--- src/rtl/dac_bus_front.sv ---
module dac_bus_front #(
  parameter int BUS_W  = 8,
  parameter int CODE_W = 14
) (
  input  logic              clk,
  input  logic              rst_n,
  input  logic              cs_n,
  input  logic              wr_n,
  input  logic [1:0]        addr,
  input  logic [BUS_W-1:0]  bus,
  output logic [CODE_W-1:0] dac_code,
  output logic              mid_scale
);
  localparam int HI_W = CODE_W - BUS_W;
  localparam logic [CODE_W-1:0] MID = {1'b1, {(CODE_W-1){1'b0}}};

  logic [HI_W-1:0]   hi_q;
  logic [BUS_W-1:0]  lo_q;
  logic [CODE_W-1:0] dac_q;
  logic              wr_ok;

  assign wr_ok = ~cs_n & ~wr_n;

  always_ff @(posedge clk or negedge rst_n) begin
    if (!rst_n) begin
      hi_q  <= '0;
      lo_q  <= '0;
      dac_q <= '0;
    end else if (wr_ok) begin
      case (addr)
        2'b00: begin
          hi_q  <= bus[HI_W-1:0];
          lo_q  <= bus;
          dac_q <= {bus[HI_W-1:0], bus};
        end
        2'b01: hi_q <= bus[HI_W-1:0];
        2'b10: lo_q <= bus;
        default: dac_q <= {hi_q, lo_q};
      endcase
    end
  end

  assign dac_code  = dac_q;
  assign mid_scale = (dac_q == MID);


  deselect_hold_chk: assert property (@(posedge clk) disable iff (!rst_n)
    cs_n |=> ($stable(dac_q) && $stable(hi_q) && $stable(lo_q)));


  no_strobe_hold_chk: assert property (@(posedge clk) disable iff (!rst_n)
    wr_n |=> ($stable(dac_q) && $stable(hi_q) && $stable(lo_q)));


  direct_load_chk: assert property (@(posedge clk) disable iff (!rst_n)
    (wr_ok && addr == 2'b00) |=>
      (dac_code == {$past(bus[HI_W-1:0]), $past(bus)}));


  upper_only_chk: assert property (@(posedge clk) disable iff (!rst_n)
    (wr_ok && addr == 2'b01) |=> ($stable(dac_q) && $stable(lo_q)));


  lower_only_chk: assert property (@(posedge clk) disable iff (!rst_n)
    (wr_ok && addr == 2'b10) |=> ($stable(dac_q) && $stable(hi_q)));


  transfer_chk: assert property (@(posedge clk) disable iff (!rst_n)
    (wr_ok && addr == 2'b11) |=> (dac_code == {$past(hi_q), $past(lo_q)}));
endmodule

--- config.mk ---
export PLATFORM = sky130hd
export DESIGN_NAME = dac_bus_front
export DESIGN_NICKNAME = d
export VERILOG_FILES = /design/src/rtl/dac_bus_front.sv
export SDC_FILE = /design/constraint.sdc
export NUM_CORES = 1
export LEC_CHECK = 0
export ABC_AREA = 1
export BUFFER_PORTS_ARGS = -buffer_cell sky130_fd_sc_hd__buf_2
export CAP_MARGIN = 20
export CELL_PAD_IN_SITES_DETAIL_PLACEMENT = 0
export CELL_PAD_IN_SITES_GLOBAL_PLACEMENT = 2
export CORE_UTILIZATION = 30
export DETAILED_ROUTE_END_ITERATION = 8
export GPL_ROUTABILITY_DRIVEN = 0
export PLACE_DENSITY = 0.82
export SYNTH_ARGS = -nofsm -noshare
export SYNTH_HDL_FRONTEND = slang
export SYNTH_SLANG_ARGS = --single-unit
--- constraint.sdc ---
create_clock -name clk -period 0.9 [get_ports clk]
set_input_delay 0.045 -clock clk [delete_from_list [all_inputs] [get_ports clk]]
set_output_delay 0.045 -clock clk [all_outputs]
set_load 0.05 [all_outputs]
==> metrics, run 1 <==
critical path fanouts, max=2; vias per inst=4.20; Logic pwr share=between 40% and 50%; # DRC=0; sequential power share=35.6%; post-synth top area cell=dfrtp_1; Syn Inst Count=186; status=finished with violations; total length of routed wires=3150 um; WL met3=83 um; Cell Area, Synth=1400 um^2; Critical Path AT=1.25 ns; all-layer global routing usage=13.8%; failing checks=setup timing; wire length on met1=1600 um; max cap viols=0; crit path time final=1.29 ns; pre-CTS setup slack=-0.192 ns; Post-Syn Nets=203; global-route wire length before repair=around 5400 um; DIE HEIGHT=70.2 um; DRT Pass-1 Iters=4; Area Growth Syn to Fin=54.0%; die area=4930 um^2; Internal Power=3.07 mW; Vias=1256; met2 routed wirelength=about 1400 um; root buffer cell=clkbuf_8; GRT overflow=0; CP Class=flip-flop to output port; Num CTS Buffers=3; top-area cell type share of the netlist area=50.2%; Final period util=144%; RSZ-0062 raised after global routing=yes; Final Hold Viols=0; Starting Density=between 30% and 40%; critical path launch point type=flip-flop; Initial DRC Count=49; routed len/inst=between 10 and 15 um; yosys warns=0; P per Cell Area=2250 nW/um^2; core area=4410 um^2; row count=24; fin cells=299; Fmax=774 MHz; CTS tree=yes; relative slew slack=78.2%; worst skew pair latency=0.27 ns; clock network fraction of total power=16.2%; Area contributors post-synth=dfrtp_1, nand2_1, nand3_1; clock slew at reported path FFs=about 0.09 ns; clk buf depth=2; class of the worst hold path=input pin to flip-flop; Avg Cell Area, Syn=7.51 um^2; fin. max-slew vios=0; ANT cells=0; Synth async-reset ratio=100%; Clock Skews=between 0.0015 and 0.002 ns; Post-synth EDFFs=0; hpwl dp=2340 um; largest net degree at the start of global routing=29; Placed Cells=approximately 280; WP data required=0.85 ns; Max VDD drop=between 0.0006 and 0.0007 V; Port Buffers=28; fin nets=about 270; vias in the first global route=1195; critical path capture point type=output port; H-Tree Depth=1; Ports=29; initial antenna violation count=0; internal reg-to-reg setup slack=0.04 ns; Net Switching=between 1.5 and 2 mW; ys flop type=dfrtp_1; setup ws final=-0.393 ns; CTS Sinks=28; sw frac=36.7%; sequential share of the synthesized area=50.2%; final setup fails=15; Highest Signal Layer=met4; layout cells sized above 1=between 40% and 50%; library cells used by synthesis=16; Die X=roughly 70 um; Post-DRT Antenna Nets=0; Static Leak=1.18 nW; Worst Tran Pin Value=~0.33 ns; Yosys reg bits=28
[sequential cells by signal, indices dropped and copies added (netlist names)]
name	flops
lo_q	8
hi_q	6
dac_code	14
[logic make-up (layout without fill, tap and decap cells)]
group                    after synthesis  in the layout  share of synthesized area [%]
adder cells (fa/ha/maj)                3              3                           2.69
AND/OR/NAND/NOR                      130            130                           37.9
AO/OA/AOI/OAI                          4              4                           1.43
flip-flops                            28             28                           50.2
buffers and inverters                 21             82                           7.80
[layout make-up]
cell class	count	area, um^2
fillers	432	2260
flip-flops and latches	28	718
multi-input cells	137	629
repair buffers	63	626
well taps	52	65.1
inverters	15	57.6
clock buffers	4	55.1
[power groups by stage]
stage | clock network [mW] | logic [mW] | registers, mW
after floorplan | 0 | 0.507 | 2.29
after global placement | 0 | 1.68 | 1.71
after detailed placement | 0 | 1.68 | 1.72
after CTS | 0.811 | 2.15 | 1.72
after global routing | 0.863 | 2.53 | 1.76
final | 0.786 | 2.34 | 1.73
[repair_timing]
| item | 4_1_cts | 5_1_grt |
|---|---|---|
| endpoints found under the setup margin | 15 | 15 |
| resized for setup | 56 | 11 |
| endpoints found under the hold margin | 28 | 0 |
| hold buffers | 1 | 0 |
| buffers inserted | 2 | 11 |
| pin swaps | 7 | 5 |
[through the flow]
stage                     setup TNS [ns]  hold WS [ns]  instance area, um^2  utilization, %  total power, mW
after floorplan                   -0.233        -0.251                 1440               -             2.79
after global placement             -2.76       0.00919                 1800            40.7             3.39
after detailed placement           -2.94       0.00797                 1800            40.7             3.40
after CTS                          -2.05        0.0178                 2050            46.5             4.68
after global routing               -2.68        0.0259                 2150            48.7             5.15
final                              -2.09        0.0204                 2150            48.7             4.85
[routing by layer]
metal  track usage, %  vias up
met5                0        -
met4             6.67        0
met3             2.16        5
met2             20.7       25
met1             19.4      539
li1                 -      687
[layout by cell type, fill, tap and decap left out, drive strengths merged, types with 3 or more instances in the layout]
cell / instances
clkbuf: 4
o21ai: 4
inv: 14
nor2: 7
ha: 3
dfrtp: 28
nand3: 13
nand2: 109
buf: 62
[Yosys cell counts, types with 2 or more instances]
| master | number |
|---|---|
| inv_1 | 13 |
| buf_2 | 2 |
| nand3_1 | 13 |
| o21ai_0 | 4 |
| dfrtp_1 | 28 |
| buf_6 | 3 |
| nand2_2 | 3 |
| nor2_1 | 6 |
| nand2_1 | 105 |
| ha_1 | 3 |
[worst paths after layout]
| kind | startpoint | endpoint | cells after the start |
|---|---|---|---|
| worst max-delay path | dac_code[9] | mid_scale | 6 |
| worst min-delay path | bus[0] | hi_q[0] | 3 |
| worst max register to register | dac_code[9] | dac_code[9] | 4 |
| worst min register to register | lo_q[2] | lo_q[2] | 2 |
| max in group asynchronous | rst_n | dac_code[3] | 3 |
| min in group asynchronous | rst_n | dac_code[7] | 3 |
[worst max-delay path: stages (launching register included)]
cell	delay [ns]
dfrtp_2	0.42
inv_2	0.05
nand2_1	0.05
nor2_1	0.09
nand2_1	0.10
nor2_4	0.10
buf_6	0.16
(Power assumes the default switching activity.)
==> run 2: changes to the inputs <==
--- a/config.mk
+++ b/config.mk
@@ -14,6 +14,7 @@
 export DETAILED_ROUTE_END_ITERATION = 8
 export GPL_ROUTABILITY_DRIVEN = 0
 export PLACE_DENSITY = 0.82
+export SETUP_SLACK_MARGIN = 0.2
 export SYNTH_ARGS = -nofsm -noshare
 export SYNTH_HDL_FRONTEND = slang
 export SYNTH_SLANG_ARGS = --single-unit
==> constraint.sdc (replaced) <==
create_clock -name clk -period 1.4 [get_ports clk]
set_input_delay 0.07 -clock clk [delete_from_list [all_inputs] [get_ports clk]]
set_output_delay 0.07 -clock clk [all_outputs]
set_load 0.05 [all_outputs]
==> metrics, run 2 (same netlist as run 1, synthesis figures left out) <==
Post-DRT Antenna Nets=0 (unchanged); Area Growth Syn to Fin=22.9%; WP data required=1.33 ns (+0.48 ns); Max VDD drop=0.000426 V (-31%); initial antenna violation count=0 (unchanged); crit path time final=1.31 ns; die area=4930 um^2 (unchanged); Fmax=roughly 760 MHz; DRT Pass-1 Iters=4 (unchanged); CP max stage delay=0.42 ns (about the same); CTS tree=yes; Fillers=479 (+11%); row count=24 (unchanged); GRT overflow=0 (unchanged); hpwl dp=2250 um (-3.7%); Final period util=93.4%; core area=4410 um^2 (unchanged); # DRC=0 (unchanged); internal reg-to-reg setup slack=0.63 ns (+0.59 ns); commonest non-fill, non-tap cell in the layout=nand2_1; Critical Path Start=dac_code[11]; DIE HEIGHT=70.2 um (unchanged); CP max stage cell=dfrtp_2; clk buf depth=2 (unchanged); setup ws final=0.0917 ns (+0.484 ns); relative slew slack=57.1% (-21 points); Port Buffers=28 (unchanged); Tot Pwr=2.56 mW (-47%); H-Tree Depth=1 (unchanged); Setup TNS=0 ns (+2.09 ns); ANT cells=0 (unchanged); max cap viols=0 (unchanged); CP Class=flip-flop to output port; Worst Tran Pin Value=0.644 ns (+0.317 ns); vias per inst=4.26 (+1.5%); critical path fanouts, max=3 (+1); root buffer cell=clkbuf_8; final setup fails=0 (-15); hold_sp=bus[7]; RSZ-0062 raised after global routing=yes; Starting Density=31.6% (unchanged); Ports=29 (unchanged); worst skew pair latency=0.27 ns (about the same); dpl cell area=1600 um^2 (-11%); Critical Path AT=1.24 ns (about the same); routed len/inst=10.7 um (+1.9%); Vias=1168 (-7.0%); cells along the critical path=inv_1, nand2_1, nor2_1, nand2_2, nor2_4, buf_6; pre-CTS setup slack=0.246 ns (+0.437 ns); largest net degree at the start of global routing=29 (unchanged); all-layer global routing usage=13.0% (-0.81 points); Static Leak=1.01 nW (-15%); fin. max-slew vios=0 (unchanged); class of the worst hold path=input pin to flip-flop; P per Cell Area=1490 nW/um^2 (-34%); fin nets=240 (-9.4%); Die X=70.2 um (unchanged); critical path launch point type=flip-flop; layout cells sized above 1=27.9% (-13 points); most frequent cells in the layout=nand2_1, buf_2, dfrtp_1, nand3_1, inv_1; CTS Sinks=28 (unchanged); Clock Skews=0.00101 ns (-0.000576 ns); critical path capture point type=output port; Design Area, Final=1720 um^2 (-20%); total length of routed wires=2940 um (-6.6%); Worst R2R Start=lo_q[6]; clock slew at reported path FFs=0.10 ns (about the same); global-route wire length before repair=5080 um (-5.8%); status=completed; Num CTS Buffers=3 (unchanged); number of flip-flops in the largest register=14 (unchanged); vias in the first global route=1101 (-7.9%); Initial DRC Count=43 (-12%); Final Hold Viols=0 (unchanged)
[run 2: layout make-up]
class	count	area, um^2	share of cell area (%)
repair buffers	38	224	13.0
flip-flops and latches	28	711	41.4
well taps	52	65.1	3.79
inverters	15	57.6	3.35
clock buffers	4	55.1	3.21
multi-input cells	137	604	35.2
[run 2: report_power, final]
part           switching (mW)  leakage, nW  internal [mW]  total, mW
clock                   0.251       0.0288          0.252      0.502
combinational           0.675        0.632          0.282      0.957
sequential              0.105        0.345          0.993       1.10
[run 2: critical path, delay by kind of cell (launching register included)]
family,cells,cell delay [ns]
buffers and inverters,2,0.21
flip-flops,1,0.42
AND/OR/NAND/NOR,4,0.34
[run 2: routing by layer]
metal	GRT usage [%]	share of wire [%]	vias up
met5	0	0	-
met4	5.33	0.92	0
met3	2.02	3.1	2
met2	19.4	43	22
met1	18.8	53	511
li1	-	-	633
[run 2: path summary, 6_finish.rpt]
path	to	cells past startpoint
max	mid_scale	6
min	lo_q[7]	3
max reg2reg	dac_code[6]	4
min reg2reg	lo_q[2]	2
max in group asynchronous	dac_code[8]	2
min in group asynchronous	dac_code[3]	2
[run 2: repair_timing]
item,CTS,global route
cloned,0,0
endpoints found under the setup margin,1,1
setup buffers,3,2
endpoints found under the hold margin,28,0
pin swaps,3,3
gates resized for setup,2,5
hold buffers,1,0
[run 2: metrics by stage]
step,hold WS [ns],std cells,utilization (%)
6_report,0.0500,274,38.9
5_1_grt,0.0553,274,38.9
4_1_cts,0.0476,272,38.3
3_5_place_dp,0.139,264,36.2
3_3_place_gp,0.136,264,36.2
2_1_floorplan,-0.226,186,-
